$ cat config.mk
export PLATFORM = sky130hd
export DESIGN_NAME = cfgmf_top
export DESIGN_NICKNAME = d
export VERILOG_FILES = /design/src/rtl/cfgmf_pkg.sv /design/src/rtl/cfgmf_func_regs.sv /design/src/rtl/cfgmf_combine.sv /design/src/rtl/cfgmf_top.sv
export SDC_FILE = /design/constraint.sdc
export NUM_CORES = 1
export LEC_CHECK = 0
export BUFFER_PORTS_ARGS = -buffer_cell sky130_fd_sc_hd__buf_2
export CAP_MARGIN = 20
export CORE_MARGIN = 3
export CORE_UTILIZATION = 62
export CTS_CLUSTER_DIAMETER = 30
export CTS_CLUSTER_SIZE = 28
export DETAILED_ROUTE_END_ITERATION = 8
export GPL_ROUTABILITY_DRIVEN = 0
export PLACE_DENSITY = 0.88
export SLEW_MARGIN = 20
export SYNTH_ARGS = -nofsm -noshare
export SYNTH_HDL_FRONTEND = slang
export SYNTH_SLANG_ARGS = --single-unit
$ cat constraint.sdc
create_clock -name clk -period 4.1 [get_ports clk]
set_clock_uncertainty 0.05 [all_clocks]
set_input_delay 0.615 -clock clk [delete_from_list [all_inputs] [get_ports clk]]
set_output_delay 0.615 -clock clk [all_outputs]
set_load 0.02 [all_outputs]
$ cat src/rtl/cfgmf_pkg.sv
package cfgmf_pkg;

    localparam int IDX_W  = 6;
    localparam int FUNC_W = 3;
    localparam int DW     = 32;
    localparam int BEW    = DW / 8;

    // dword indices decoded by the host
    localparam logic [IDX_W-1:0] IDX_ID     = 6'd0;
    localparam logic [IDX_W-1:0] IDX_CMDSTS = 6'd1;
    localparam logic [IDX_W-1:0] IDX_CLASS  = 6'd2;
    localparam logic [IDX_W-1:0] IDX_MISC   = 6'd3;
    localparam logic [IDX_W-1:0] IDX_SUBSYS = 6'd11;
    localparam logic [IDX_W-1:0] IDX_CAPP   = 6'd13;
    localparam logic [IDX_W-1:0] IDX_INTR   = 6'd15;

    // command bit positions
    localparam int CMD_BME  = 2;
    localparam int CMD_PERR = 6;
    localparam int CMD_SERR = 8;
    // io space, memory space, bus master, parity response, serr enable
    localparam logic [15:0] CMD_WMASK = 16'h0147;

    // status bit positions
    localparam int STS_MDPE = 8;
    localparam int STS_STA  = 11;
    localparam int STS_RTA  = 12;
    localparam int STS_RMA  = 13;
    localparam int STS_SSE  = 14;
    localparam int STS_DPE  = 15;
    localparam logic [15:0] STS_W1C_MASK = 16'hF900;
    localparam logic [15:0] STS_RO_VAL   = 16'h0200;

    // fixed header constants
    localparam logic [15:0] VENDOR_ID   = 16'h1D0C;
    localparam logic [15:0] DEV_ID_BASE = 16'h7A10;
    localparam logic [7:0]  REV_ID      = 8'h03;
    localparam logic [7:0]  HDR_TYPE    = 8'h80;
    localparam logic [7:0]  CACHE_LINE  = 8'h00;
    localparam logic [7:0]  CAP_PTR     = 8'h00;
    localparam logic [7:0]  MIN_GNT     = 8'h04;
    localparam logic [7:0]  MAX_LAT     = 8'h10;

    typedef struct packed {
        logic mdpe;
        logic sta;
        logic rta;
        logic rma;
    } fn_evt_t;

    typedef struct packed {
        logic [15:0] cmd;
        logic [15:0] sts;
        logic [23:0] class_code;
        logic [7:0]  lat;
        logic [7:0]  int_line;
        logic [15:0] ssvid;
        logic [15:0] ssid;
    } fn_regs_t;

    function automatic logic [DW-1:0] be_merge(input logic [DW-1:0] old_w,
                                               input logic [DW-1:0] new_w,
                                               input logic [BEW-1:0] be);
        logic [DW-1:0] res;
        res = old_w;
        for (int b = 0; b < BEW; b++) begin
            if (be[b]) res[b*8 +: 8] = new_w[b*8 +: 8];
        end
        return res;
    endfunction

    function automatic logic [15:0] lane_mask16(input logic [1:0] be2);
        return {{8{be2[1]}}, {8{be2[0]}}};
    endfunction

endpackage

$ cat src/rtl/cfgmf_func_regs.sv
module cfgmf_func_regs
    import cfgmf_pkg::*;
#(
    parameter int FUNC_ID = 0
) (
    input  logic             clk,
    input  logic             rst,
    input  logic             wr_en,
    input  logic [IDX_W-1:0] idx,
    input  logic [BEW-1:0]   be,
    input  logic [DW-1:0]    wdata,
    input  fn_evt_t          ev,
    input  logic             perr_det,
    input  logic             serr_evt,
    output fn_regs_t         regs,
    output logic [DW-1:0]    rdata
);

    localparam logic [15:0] MY_DEV_ID  = 16'(DEV_ID_BASE + 16'(FUNC_ID));
    localparam logic [7:0]  MY_INT_PIN = 8'(FUNC_ID + 1);

    fn_regs_t      q, d;
    logic [15:0]   clr_v, set_v;
    logic [DW-1:0] cls_w, sub_w;

    always_comb begin
        d     = q;
        clr_v = '0;
        set_v = '0;
        cls_w = be_merge({q.class_code, 8'h00}, wdata, {be[3:1], 1'b0});
        sub_w = be_merge({q.ssid, q.ssvid}, wdata, be);
        if (wr_en) begin
            case (idx)
                IDX_CMDSTS: begin
                    d.cmd = ((q.cmd & ~lane_mask16(be[1:0])) |
                             (wdata[15:0] & lane_mask16(be[1:0]))) & CMD_WMASK;
                    clr_v = wdata[31:16] & lane_mask16(be[3:2]) & STS_W1C_MASK;
                end
                IDX_CLASS:  d.class_code = cls_w[31:8];
                IDX_MISC:   if (be[1]) d.lat = wdata[15:8];
                IDX_SUBSYS: {d.ssid, d.ssvid} = sub_w;
                IDX_INTR:   if (be[0]) d.int_line = wdata[7:0];
                default: ;
            endcase
        end
        set_v[STS_MDPE] = ev.mdpe;
        set_v[STS_STA]  = ev.sta;
        set_v[STS_RTA]  = ev.rta;
        set_v[STS_RMA]  = ev.rma;
        set_v[STS_SSE]  = serr_evt & q.cmd[CMD_SERR];
        set_v[STS_DPE]  = perr_det;
        // an event on the same edge as a clear wins
        d.sts = (q.sts & ~clr_v) | set_v;
    end

    always_ff @(posedge clk) begin
        if (rst) q <= '0;
        else     q <= d;
    end

    always_comb begin
        case (idx)
            IDX_ID:     rdata = {MY_DEV_ID, VENDOR_ID};
            IDX_CMDSTS: rdata = {q.sts | STS_RO_VAL, q.cmd};
            IDX_CLASS:  rdata = {q.class_code, REV_ID};
            IDX_MISC:   rdata = {8'h00, HDR_TYPE, q.lat, CACHE_LINE};
            IDX_SUBSYS: rdata = {q.ssid, q.ssvid};
            IDX_CAPP:   rdata = {24'h0, CAP_PTR};
            IDX_INTR:   rdata = {MAX_LAT, MIN_GNT, MY_INT_PIN, q.int_line};
            default:    rdata = '0;
        endcase
    end

    assign regs = q;

    // signaled system error only rises after an serr event with enable set
    assert_sse_needs_enable_R5: assert property (@(posedge clk) disable iff (rst)
        $rose(q.sts[STS_SSE]) |-> $past(serr_evt && q.cmd[CMD_SERR]));

    // detected parity error recorded on the following edge
    assert_dpe_recorded_R6: assert property (@(posedge clk) disable iff (rst)
        perr_det |=> q.sts[STS_DPE]);

    // private abort flag only rises on its own strobe
    assert_rma_private_R7: assert property (@(posedge clk) disable iff (rst)
        $rose(q.sts[STS_RMA]) |-> $past(ev.rma));

    // a set flag survives unless a one is written to it
    assert_w1c_keep_R8: assert property (@(posedge clk) disable iff (rst)
        (q.sts[STS_RMA] && !(wr_en && idx == IDX_CMDSTS && be[3] && wdata[29]))
        |=> q.sts[STS_RMA]);

endmodule

$ cat src/rtl/cfgmf_combine.sv
module cfgmf_combine #(
    parameter int NUM_FUNC = 2,
    parameter int NUM_BAR  = 4
) (
    input  logic [NUM_FUNC-1:0]         perr_req,
    input  logic [NUM_FUNC-1:0]         serr_req,
    input  logic [NUM_FUNC*NUM_BAR-1:0] bar_hit,
    output logic                        perr_en,
    output logic                        serr_en,
    output logic                        dec_hit
);

    localparam int NHIT = NUM_FUNC * NUM_BAR;

    logic [NUM_FUNC-1:0] fn_hit;

    for (genvar f = 0; f < NUM_FUNC; f++) begin : g_fn_hit
        assign fn_hit[f] = |bar_hit[f*NUM_BAR +: NUM_BAR];
    end

    assign perr_en = |perr_req;
    assign serr_en = |serr_req;
    assign dec_hit = |fn_hit;

    always_comb begin
        assert_hit_width_R10: assert (NHIT > 0);
    end

endmodule

$ cat src/rtl/cfgmf_top.sv
module cfgmf_top
    import cfgmf_pkg::*;
#(
    parameter int NUM_FUNC = 2,
    parameter int NUM_BAR  = 4
) (
    input  logic                        clk,
    input  logic                        rst,
    input  logic                        cfg_wr,
    input  logic [FUNC_W-1:0]           cfg_func,
    input  logic [IDX_W-1:0]            cfg_idx,
    input  logic [BEW-1:0]              cfg_be,
    input  logic [DW-1:0]               cfg_wdata,
    output logic [DW-1:0]               cfg_rdata,
    input  logic                        ev_perr,
    input  logic                        ev_serr,
    input  logic [NUM_FUNC-1:0]         ev_mdpe,
    input  logic [NUM_FUNC-1:0]         ev_sta,
    input  logic [NUM_FUNC-1:0]         ev_rta,
    input  logic [NUM_FUNC-1:0]         ev_rma,
    input  logic [NUM_FUNC*NUM_BAR-1:0] bar_hit,
    output logic [NUM_FUNC-1:0]         bus_master_en,
    output logic                        perr_en,
    output logic                        serr_en,
    output logic                        dec_hit
);

    fn_regs_t            fn_q     [NUM_FUNC];
    logic [DW-1:0]       fn_rdata [NUM_FUNC];
    logic [NUM_FUNC-1:0] perr_req, serr_req;

    for (genvar f = 0; f < NUM_FUNC; f++) begin : g_fn
        fn_evt_t ev_f;
        logic    wr_f;
        assign ev_f = '{mdpe: ev_mdpe[f], sta: ev_sta[f], rta: ev_rta[f], rma: ev_rma[f]};
        assign wr_f = cfg_wr && (cfg_func == FUNC_W'(f));

        cfgmf_func_regs #(.FUNC_ID(f)) u_regs (
            .clk      (clk),
            .rst      (rst),
            .wr_en    (wr_f),
            .idx      (cfg_idx),
            .be       (cfg_be),
            .wdata    (cfg_wdata),
            .ev       (ev_f),
            .perr_det (ev_perr),
            .serr_evt (ev_serr),
            .regs     (fn_q[f]),
            .rdata    (fn_rdata[f])
        );

        assign perr_req[f]      = fn_q[f].cmd[CMD_PERR];
        assign serr_req[f]      = fn_q[f].cmd[CMD_SERR];
        assign bus_master_en[f] = fn_q[f].cmd[CMD_BME];

        // a write aimed elsewhere leaves this function's master enable alone
        assert_bme_isolated_R1: assert property (@(posedge clk) disable iff (rst)
            (cfg_wr && cfg_func != FUNC_W'(f)) |=> $stable(bus_master_en[f]));
    end

    cfgmf_combine #(.NUM_FUNC(NUM_FUNC), .NUM_BAR(NUM_BAR)) u_comb (
        .perr_req (perr_req),
        .serr_req (serr_req),
        .bar_hit  (bar_hit),
        .perr_en  (perr_en),
        .serr_en  (serr_en),
        .dec_hit  (dec_hit)
    );

    // unimplemented function numbers read as all ones
    always_comb begin
        cfg_rdata = '1;
        for (int f = 0; f < NUM_FUNC; f++) begin
            if (cfg_func == FUNC_W'(f)) cfg_rdata = fn_rdata[f];
        end
    end

    // shared parity enable only moves after a configuration write
    assert_perr_by_write_R3: assert property (@(posedge clk) disable iff (rst)
        !$stable(perr_en) |-> $past(cfg_wr));

    // shared system-error enable only moves after a configuration write
    assert_serr_by_write_R4: assert property (@(posedge clk) disable iff (rst)
        !$stable(serr_en) |-> $past(cfg_wr));

    // writes to absent functions leave every control output unchanged
    assert_unimpl_ignored_R12: assert property (@(posedge clk) disable iff (rst)
        (cfg_wr && cfg_func >= FUNC_W'(NUM_FUNC))
        |=> ($stable(perr_en) && $stable(serr_en) && $stable(bus_master_en)));

endmodule

; After elaboration in Yosys (flattened, before gate mapping)
; Index checks and enable logic that the tools add are counted.
[word_totals]
register_bits = 186
latch_bits = 0
ramBits = 0
mem_bits_ro = 0
in_bits = 66
out_inout_bits = 37
word_cells = 77
n_memories = 0
[classes]
n_addsub = 0
mul = 0
div_mod_pow = 0
magnitude_cmp = 0
n_eq_ne = 6
n_shift = 0
mux = 7
bitwise = 15
reduce_logical = 27
[ops]
columns = cell, n
row1 = $pmux 32 s6, 2
row2 = $mux 32, 2
row3 = $reduce_and 3->1, 18
row4 = $and 16x16->16, 3
row5 = $mux 16, 3
row6 = $not 16->16, 2
row7 = $or 16x16->16, 2
row8 = $and 9x9->9, 3
row9 = $or 9x9->9, 2
row10 = $eq 6x2->1 const B, 2
row11 = $eq 6x4->1 const B, 2
row12 = $not 9->9, 1
row13 = $reduce_or 8->1, 1
row14 = $eq 6x1->1 const B, 1
row15 = $logic_not 6->1, 1
row16 = $reduce_and 2->1, 2
row17 = $reduce_or 2->1, 2
row18 = $eq 3x1->1 const B, 1
row19 = $logic_not 3->1, 1
row20 = $and 1x1->1, 2
row21 = $logic_and 1x1->1, 2

; Depth between registers and ports, before layout
; Gate-level depths: netlist (run 1).
[depth]
depth_word = 6
mapped_depth = 7
depth_no_buf = 4

; Modules after synthesis
; Synthesis (run 1) repeated with hierarchy kept, for this count alone.
[unflattened]
hier_cells = 988
area_unflattened_um2 = 9198.8
[by_module_without_submodules]
columns = mod, n_inst, cells_each, area_per_inst_um2, seq_area_each_um2
row1 = cfgmf_func_regs (g_fn[1].u_regs), 1, 455, 4307.9, 1661.6
row2 = cfgmf_func_regs (g_fn[0].u_regs), 1, 454, 4305.4, 1661.6
row3 = cfgmf_top, 1, 74, 556.8, 0.0
row4 = cfgmf_combine, 1, 5, 28.8, 0.0

; Worst setup path before layout (run 1)
; OpenSTA, ideal clock, no wires.
[synth_path]
kind = input to output
startpoint = input port cfg_idx[2]
endpoint = output port cfg_rdata[23]
arrival_time_ns = 2.359
required_ns = 3.435
slack_ns = 1.076
cell_stages = 6
path_buffers = 2
path_cell_list = or4_4 > buf_6 > nor2_1 > clkbuf_1 > a221oi_1 > o21ai_0
[synth_between]
elab_chain_len = 4
word_cells_on_any_way = 10
classes_between = 5 x eq/ne / 4 x mux / 1 x reduce/logical
[synth_lines]
columns = item, line_no
row1 = from (decl), cfgmf_top.sv:11  ; input logic [IDX_W-1:0] cfg_idx,
row2 = $eq 6x4->1 (tied with other cells), cfgmf_func_regs.sv:62  ; case (idx)
row3 = $pmux 32 s6, cfgmf_func_regs.sv:62
row4 = $mux 32, cfgmf_top.sv:74  ; if (cfg_func == FUNC_W'(f)) cfg_rdata = fn_rdata[f];
row5 = $mux 32 *, cfgmf_top.sv:74
row6 = to (decl), cfgmf_top.sv:14  ; output logic [DW-1:0] cfg_rdata,
; Mark *: on every way between the ends. The rest lies on a longest branch, timed or not.

; Final worst setup path (run 1)
[layout_path]
startpoint = input port cfg_idx[1]
endpoint = output port cfg_rdata[20]
; The elaborated chain is that of the path after synthesis.

==> metrics.csv, run 1 <==
metric;value;unit
grt_overflow;0;
power_frac_comb;0.075;
cts.clk_slew.worst_paths;0.06;ns
grt_max_degree;95;
die_x;117.7;um
htree_levels;4;
track_usage;0.3195;
period_share;0.8353;
cp_data_required_time;3.43;ns
clockRootBuffer;clkbuf_16;
drv_cap;0;
routed_wl;22.48;mm
cts.repair.resized;0;
sw_frac_of_total;0.2346;
vias;7235;
grt_pass1_wl;35.58;mm
die_y;117.7;um
syn_avg_cell_area;8.924;um^2
drtAntennaViolNets;0;
cp-end-kind;output port;
ys_types;51;
setup_viol;0;
synthArstFlopShare;0;
ir_worst_vdd;0.0003337;V
core_area;12110;um^2
arrival;2.76;ns
areaGrowthSynthToFinish;16.61;%
pwr-share-seq;0.445;
vias_per_cell;6.466;
antenna_cells;0;
hold_class;input pin to flip-flop;
critPathKind;input pin to output port;
nNetsFinal;1004;
synth-main-ff-cell;dfxtp_1;
power_density;404.6;nW/um^2
synth-seq-area-share;0.4295;
rows;40;
drt_first_pass_iters;8;
synth_cells;867;
status;finished clean;
relSlewSlack;0.3493;
initial_core_util;0.6388;
layout_min_cycle_time;3.425;ns
grt_pass1_vias;6850;
largest_reg_flops;156;
min_path_cells;3;
clock_latency;0.44;ns
cts_tree;yes;
drive_above_1_share;0.1966;
hold_buffers;0;
avgRoutedWirePerCell;20.09;um
power;3651;uW
cts_buffers;17;
first_iter_violations;1089;
reg2regPathDepth;2;
cts_buffer_depth;2;
antenna_found_initial;0;
clock.fmax;0.2920;GHz
ys_ff_latch;166;
synth_edf_count;0;
drv_slew;0;
cts.sinks;166;
worstMarginPinSlew;0.9761;ns
pwr-share-clk;0.480;
syn_nets;933;
hold_viol;0;
final_cell_mix;dfxtp_1, nor2_1, mux2i_1, buf_2, a21oi_1;
netlist_area;7737;um^2
die_area;13860;um^2
finalSetupTns;0;ns
worstSetupStartpointType;input pin;
pin_count;103;
crit_fanout;30;
final_common_cell;dfxtp_1;
port_buffers;102;
power.internal;2794;uW
p_sw;856.4;uW
yosys_warnings;0;
cts_setup_buffers;0;
drc;0;
p_leak;0.003832;uW
rsz0062_at_grt;false;
hpwl;14.09;mm
==> kinds of logic (layout without fill, tap and decap cells) <==
family / count (synthesis) / count (layout) / synth area share
and+or+nand+nor: 297 / 297 / 0.1868
buffers and inverters: 92 / 176 / 0.04835
AOI/OAI and AO/OA: 179 / 179 / 0.1559
DFF: 166 / 166 / 0.4295
muxes: 133 / 133 / 0.1795
==> area by class of cell <==
class                           instances  area (um^2)
Fill cell                             897         3089
Multi-Input combinational cell        609         4055
Clock inverter                         10        167.7
Timing Repair Buffer                  125        710.7
Tap cell                              168        210.2
Inverter                               19        71.32
Clock buffer                           22        484.2
Sequential cell                       166         3323
==> through the flow <==
step           hold slack [ns]  cell area (um^2)  instances  setup WS (ns)    util
5_1_grt                 0.3619              9022       1119         0.6144  0.7449
3_3_place_gp            0.3903              8371       1087         0.8734  0.6911
6_report                0.3721              9022       1119         0.6754  0.7449
4_1_cts                 0.3567              9022       1119         0.7801  0.7449
2_1_floorplan           0.3833              7737        867          1.076       -
3_5_place_dp            0.3947              8371       1087         0.8227  0.6911
==> critical path, stage by stage <==
cell	delay [ns]
buf_2	0.20
and3_1	0.55
and2_2	0.51
buf_12	0.24
a221oi_1	0.12
o21ai_0	0.27
buf_2	0.22
==> cells in the mapped netlist, types with 8 or more instances <==
cell / n / share of area
a21oi_1: 56 / 0.036
a221oi_1: 17 / 0.019
a22oi_1: 16 / 0.016
buf_2: 11 / 0.0071
clkbuf_1: 54 / 0.026
dfxtp_1: 166 / 0.43
inv_1: 19 / 0.0092
mux2i_1: 123 / 0.16
nand2_1: 40 / 0.019
nand3_1: 54 / 0.035
nand4_1: 13 / 0.011
nor2_1: 133 / 0.065
nor2b_1: 11 / 0.0089
o21ai_0: 33 / 0.021
o221ai_1: 11 / 0.012
o2bb2ai_1: 8 / 0.0091
==> path summary, 6_finish.rpt <==
kind | start | to | slack (ns)
setup / recovery | cfg_idx[1] | cfg_rdata[20] | 0.68
hold / removal | ev_mdpe[0] | g_fn[0].u_regs.regs[80]$_SDFF_PP0_ | 0.37
setup reg to reg | g_fn[0].u_regs.regs[80]$_SDFF_PP0_ | g_fn[0].u_regs.regs[80]$_SDFF_PP0_ | 3.29
hold reg to reg | g_fn[1].u_regs.regs[16]$_SDFFE_PP0P_ | g_fn[1].u_regs.regs[16]$_SDFFE_PP0P_ | 0.40
==> metal layers <==
layer,routed length (um),GRT usage,vias up
met5,0,0,-
met4,771,0.1436,0
met3,2146,0.08457,76
met2,10730,0.5131,433
met1,8835,0.4045,3438
li1,-,-,3288
==> power groups by stage <==
| stage | clock network, uW | logic, uW | registers [uW] |
|---|---|---|---|
| CTS | 1760 | 268 | 1630 |
| floorplan | 0 | 149 | 1660 |
| finish | 1750 | 274 | 1630 |
| global route | 1820 | 291 | 1630 |
| detailed placement | 0 | 264 | 1660 |
| global placement | 0 | 262 | 1660 |
No activity file was read; power rests on OpenSTA's default activity.
==> inputs of run 2 (changes only) <==
- CORE_UTILIZATION: 62 -> 58
- PLACE_DENSITY: 0.88 -> 0.83
- clock period: 4.1 -> 3.5 ns (I/O delays scaled with it)
==> run 2 against run 1 <==
Effect of this change:
- die area grew 6.5%
- via count fell by 0.84%
- count of clock-buffer cells in the layout is 1 higher
- routed wire length decreased by 1.4%
- power increased by 13%
- setup slack worse by 0.19 ns
- critical endpoint is now cfg_rdata[29]
- sequential share of layout area fell by 0.26 points
- critical path type unchanged
- core utilization down 3.6 points
- worst hold slack got worse by 0.095 ns
==> metrics.csv, run 2 (same netlist as run 1, synthesis figures left out) <==
metric;value;unit;change
ir_worst_vdd;0.0003417;V;was 0.0003337 V
period_share;0.8611;;
grt_overflow;0;;unchanged
drc;0;;unchanged
rows;41;;was 40
status;finished clean;;unchanged
htree_levels;4;;unchanged
hpwl;14.50;mm;was 14.09 mm
largest_reg_flops;156;;unchanged
multi_input_area;4055;um^2;unchanged
power_density;452.3;nW/um^2;was 404.6 nW/um^2
drtAntennaViolNets;0;;unchanged
cp_cell_sequence;buf_2 -> or4_4 -> nor2_2 -> buf_12 -> a221oi_1 -> o221ai_1 -> buf_2;;was buf_2 -> and3_1 -> and2_2 -> buf_12 -> a221oi_1 -> o21ai_0 -> buf_2
core_area;12820;um^2;was 12,110 um^2
vias;7174;;was 7,235
worstSetupStartpointType;input pin;;unchanged
grt_max_degree;84;;was 95
die_x;121.5;um;was 117.7 um
drt_first_pass_iters;5;;was 8
grt_pass1_wl;35.26;mm;was 35.58 mm
drv_cap;0;;unchanged
cts_setup_buffers;0;;unchanged
cts_tree;yes;;unchanged
vias_per_cell;6.299;;was 6.466
cts_buffers;17;;unchanged
cts_buffer_depth;2;;unchanged
hold_class;input pin to flip-flop;;unchanged
final_cell_mix;dfxtp_1, nor2_1, mux2i_1, buf_2, a21oi_1;;unchanged
relSlewSlack;0.5498;;was 0.3493
crit_fanout;27;;was 30
areaGrowthSynthToFinish;17.45;%;was 16.61%
final_common_cell;dfxtp_1;;unchanged
seqCellArea;3323;um^2;unchanged
critPathMaxStageDelay;0.67;ns;was 0.55 ns
p_leak;0.003872;uW;was 0.003832 uW
cp-end-kind;output port;;unchanged
antenna_found_initial;1;;was 0
avgRoutedWirePerCell;19.46;um;was 20.09 um
fin_util;0.7086;;was 0.7449
die_y;121.5;um;was 117.7 um
crit_path_top_delay_cell;or4_4;;was and3_1
finalSetupTns;0;ns;unchanged
cts.sinks;166;;unchanged
setup_viol;0;;unchanged
arrival;2.44;ns;was 2.76 ns
nNetsFinal;1019;;was 1,004
cts.repair.resized;0;;unchanged
fillers;997;;was 897
initial_core_util;0.6033;;was 0.6388
port_buffers;102;;unchanged
rsz0062_at_grt;false;;unchanged
layout_min_cycle_time;3.014;ns;
cp_num_buf_inv;3;;unchanged
clockRootBuffer;clkbuf_16;;unchanged
first_iter_violations;827;;was 1,089
grt_pass1_vias;6838;;was 6,850
worstMarginPinSlew;0.6740;ns;was 0.9761 ns
clock_latency;0.43;ns;was 0.44 ns
die_area;14760;um^2;was 13,860 um^2
crit_family;simple AND/OR/NAND/NOR gates;;unchanged
track_usage;0.3063;;was 0.3195
cp_data_required_time;2.92;ns;was 3.43 ns
hold_buffers;0;;unchanged
cts.clk_slew.worst_paths;0.06;ns;about the same
drv_slew;0;;unchanged
hold_viol;0;;unchanged
pin_count;103;;unchanged
routed_wl;22.17;mm;was 22.48 mm
drive_above_1_share;0.2050;;was 0.1966
clock.fmax;0.3318;GHz;
cp_common_cell;buf_2;;unchanged
critPathKind;input pin to output port;;unchanged
[run 2: cell count changes in the layout (fill, tap and decap cells not counted)]
cell / previous run / this run
buf_12: 2 / 3
buf_4: 22 / 36
bufinv_16: 4 / 3
clkbuf_1: 1 / 5
clkbuf_8: 4 / 1
clkinv_2: 1 / 4
clkinv_4: 3 / 1
diode_2: 0 / 1
inv_6: 1 / 0
[run 2: routing by layer]
| metal | track usage | vias up | part of all wire |
|---|---|---|---|
| met5 | 0 | - | 0 |
| met4 | 0.1275 | 0 | 0.028 |
| met3 | 0.07226 | 56 | 0.098 |
| met2 | 0.4819 | 415 | 0.46 |
| met1 | 0.4062 | 3389 | 0.41 |
| li1 | - | 3314 | - |
[run 2: where the power goes]
part / internal (uW) / total [uW] / switching [uW]
clock: 1140 / 1880 / 743
sequential: 1900 / 1900 / 6.10
combinational: 106 / 327 / 221
[run 2: final cells by class]
cell class	count	share of cell area
diodes	1	0.0002754
clock buffers	23	0.05039
clock inverters	9	0.01391
inverters	19	0.007848
multi-input cells	609	0.4462
flip-flops and latches	166	0.3657
well taps	172	0.02368
repair buffers	140	0.09197
[run 2: worst paths after layout]
kind | slack [ns] | start | cells after the start | end
worst max register to register | 2.76 | flip-flop | 2 | flip-flop
worst min register to register | 0.40 | g_fn[0].u_regs.regs[22]$_SDFFE_PP0P_ | 2 | g_fn[0].u_regs.regs[22]$_SDFFE_PP0P_
worst max-delay path | 0.49 | cfg_idx[3] | 7 | cfg_rdata[29]
worst min-delay path | 0.28 | ev_rta[0] | 3 | g_fn[0].u_regs.regs[84]$_SDFF_PP0_
[run 2: through the flow]
| stage | power [uW] | std cells | cell area (um^2) | hold slack [ns] | worst slack, ns |
|---|---|---|---|---|---|
| after global placement | 2261 | 1106 | 8501 | 0.3891 | 0.5694 |
| after global routing | 4220 | 1139 | 9087 | 0.2899 | 0.4346 |
| after detailed placement | 2264 | 1106 | 8501 | 0.3965 | 0.5610 |
| final | 4111 | 1139 | 9087 | 0.2772 | 0.4860 |
| after floorplan | 2117 | 867 | 7737 | 0.3833 | 0.6563 |
| after CTS | 4117 | 1138 | 9085 | 0.2666 | 0.5250 |
[run 2: worst reg2reg max path, cell delays in order (launching register included)]
cell	delay [ns]
dfxtp_1	0.33
mux2i_1	0.17
nor2_1	0.06
==> inputs of run 3 (changes only) <==
- BUFFER_PORTS_ARGS: -buffer_cell sky130_fd_sc_hd__buf_2 -> -buffer_cell sky130_fd_sc_hd__buf_4
==> run 3 against run 2 <==
Effect of this change:
- worst hold slack better by 0.012 ns
- cell count is 0.79% lower
- die area stayed put
- sequential cell count stayed put
- via count is 1.2% lower
- sequential share of layout area is 0.81 points lower
- largest cell class unchanged
- largest power group is now clock
- power is 1.3% higher
- design area is 2.3% higher
- combinational power is 8.9% higher
- sequential power hardly changed
- critical endpoint is now cfg_rdata[30]
- register-to-register slack worse by 0.03 ns
- clock power hardly changed
==> metrics.csv, run 3 (same netlist as run 1, synthesis figures left out) <==
metric;value;unit;change
track_usage;0.3024;;was 0.3063
crit_family;simple AND/OR/NAND/NOR gates;;unchanged
port_buffers;102;;unchanged
die_area;14760;um^2;unchanged
grt_pass1_wl;35.01;mm;was 35.26 mm
first_iter_violations;846;;was 827
worstSetupStartpointType;input pin;;unchanged
antenna_cells;0;;was 1
cts.sinks;166;;unchanged
cp_common_cell;buf_4;;was buf_2
cts_buffer_depth;2;;unchanged
crit_path_top_delay_cell;or4_4;;unchanged
htree_levels;4;;unchanged
status;finished clean;;unchanged
die_y;121.5;um;unchanged
hold_buffers;0;;unchanged
crit_fanout;20;;was 27
clock.fmax;0.3223;GHz;was 0.3318 GHz
p_leak;0.003934;uW;was 0.003872 uW
cp_data_required_time;2.92;ns;about the same
hold_viol;0;;unchanged
largest_reg_flops;156;;unchanged
layout_min_cycle_time;3.103;ns;was 3.014 ns
critPathKind;input pin to output port;;unchanged
clockRootBuffer;clkbuf_16;;unchanged
critPathMaxStageDelay;0.71;ns;was 0.67 ns
reg2regPathDepth;2;;unchanged
setup_viol;0;;unchanged
cts.clk_slew.worst_paths;0.06;ns;about the same
grt_pass1_vias;6704;;was 6,838
vias_per_cell;6.270;;was 6.299
drive_above_1_share;0.2025;;was 0.2050
antenna_found_initial;0;;was 1
final_area;9293;um^2;was 9087 um^2
die_x;121.5;um;unchanged
path_depth;7;;unchanged
reg2reg_slack;2.73;ns;was 2.76 ns
drv_slew;0;;unchanged
finalSetupTns;0;ns;unchanged
relSlewSlack;0.4929;;was 0.5498
cts_setup_buffers;0;;unchanged
clock_latency;0.43;ns;about the same
hold_class;input pin to flip-flop;;unchanged
grt_overflow;0;;unchanged
arrival;2.53;ns;was 2.44 ns
cts_buffers;17;;unchanged
worstMarginPinSlew;0.7606;ns;was 0.6740 ns
final_common_cell;dfxtp_1;;unchanged
cts_tree;yes;;unchanged
core_area;12820;um^2;unchanged
nNetsFinal;1011;;was 1,019
pin_count;103;;unchanged
ir_worst_vdd;0.0003522;V;was 0.0003417 V
cp_num_buf_inv;3;;unchanged
rows;41;;unchanged
initial_core_util;0.6033;;unchanged
final_cell_mix;dfxtp_1, nor2_1, buf_4, mux2i_1, a21oi_1;;was dfxtp_1, nor2_1, mux2i_1, buf_2, a21oi_1
grt_max_degree;72;;was 84
period_share;0.8865;;was 0.8611
cp-end-kind;output port;;unchanged
cp_cell_sequence;buf_4 -> or4_4 -> nor2_2 -> buf_4 -> a221oi_1 -> o221ai_1 -> buf_4;;was buf_2 -> or4_4 -> nor2_2 -> buf_12 -> a221oi_1 -> o221ai_1 -> buf_2
fillers;991;;was 997
drtAntennaViolNets;0;;unchanged
min_path_cells;3;;unchanged
rsz0062_at_grt;false;;unchanged
areaGrowthSynthToFinish;20.10;%;was 17.45%
avgRoutedWirePerCell;19.57;um;was 19.46 um
drv_cap;0;;unchanged
cts.repair.resized;0;;unchanged
drc;0;;unchanged
hpwl;14.32;mm;was 14.50 mm
place_area;8693;um^2;was 8501 um^2
vias;7085;;was 7,174
routed_wl;22.12;mm;was 22.17 mm
drt_first_pass_iters;8;;was 5
power_density;448.2;nW/um^2;was 452.3 nW/um^2
==> run 3: worst paths after layout <==
kind	startpoint	end
setup reg to reg	g_fn[1].u_regs.regs[84]$_SDFF_PP0_	g_fn[1].u_regs.regs[84]$_SDFF_PP0_
hold / removal	ev_mdpe[0]	g_fn[0].u_regs.regs[80]$_SDFF_PP0_
setup / recovery	cfg_idx[2]	cfg_rdata[30]
hold reg to reg	g_fn[0].u_regs.regs[21]$_SDFFE_PP0P_	g_fn[0].u_regs.regs[21]$_SDFFE_PP0P_
==> run 3: metal layers <==
metal / part of all wire / up-vias / wire [um] / track usage
li1: - / 3299 / - / -
met1: 0.42 / 3373 / 9187 / 0.4073
met2: 0.47 / 369 / 10440 / 0.4794
met3: 0.093 / 44 / 2046 / 0.07086
met4: 0.020 / 0 / 442 / 0.1036
met5: 0 / - / 0 / 0
==> run 3: tightest hold or removal path, delay by kind of cell <==
family / cells / cell delay, ns
AOI/OAI and AO/OA: 1 / 0.10
buffers and inverters: 2 / 0.11
==> run 3: report_power, final <==
| group | internal (uW) | switching [uW] | total, uW |
|---|---|---|---|
| Clock | 1130 | 771 | 1910 |
| Sequential | 1900 | 6.12 | 1900 |
| Combinational | 136 | 220 | 356 |
| Total | 3170 | 996 | 4170 |
==> run 3: layout make-up <==
type	instances	area [um^2]	share of cell area
Sequential cell	166	3323	0.3576
Timing Repair Buffer	132	1028	0.1107
Multi-Input combinational cell	609	4055	0.4364
Clock buffer	19	442.9	0.04766
Tap cell	172	215.2	0.02316
Inverter	19	71.32	0.007675
Clock inverter	13	156.4	0.01683
==> run 3: per-stage QoR <==
step / util / instances / power [uW] / hold WS [ns] / setup WS (ns)
2_1_floorplan: - / 867 / 2117 / 0.3833 / 0.6563
3_3_place_gp: 0.6779 / 1098 / 2290 / 0.3911 / 0.5224
3_5_place_dp: 0.6779 / 1098 / 2293 / 0.3976 / 0.4501
4_1_cts: 0.7246 / 1130 / 4172 / 0.2681 / 0.4483
5_1_grt: 0.7246 / 1130 / 4275 / 0.2928 / 0.3105
6_report: 0.7246 / 1130 / 4165 / 0.2897 / 0.3971
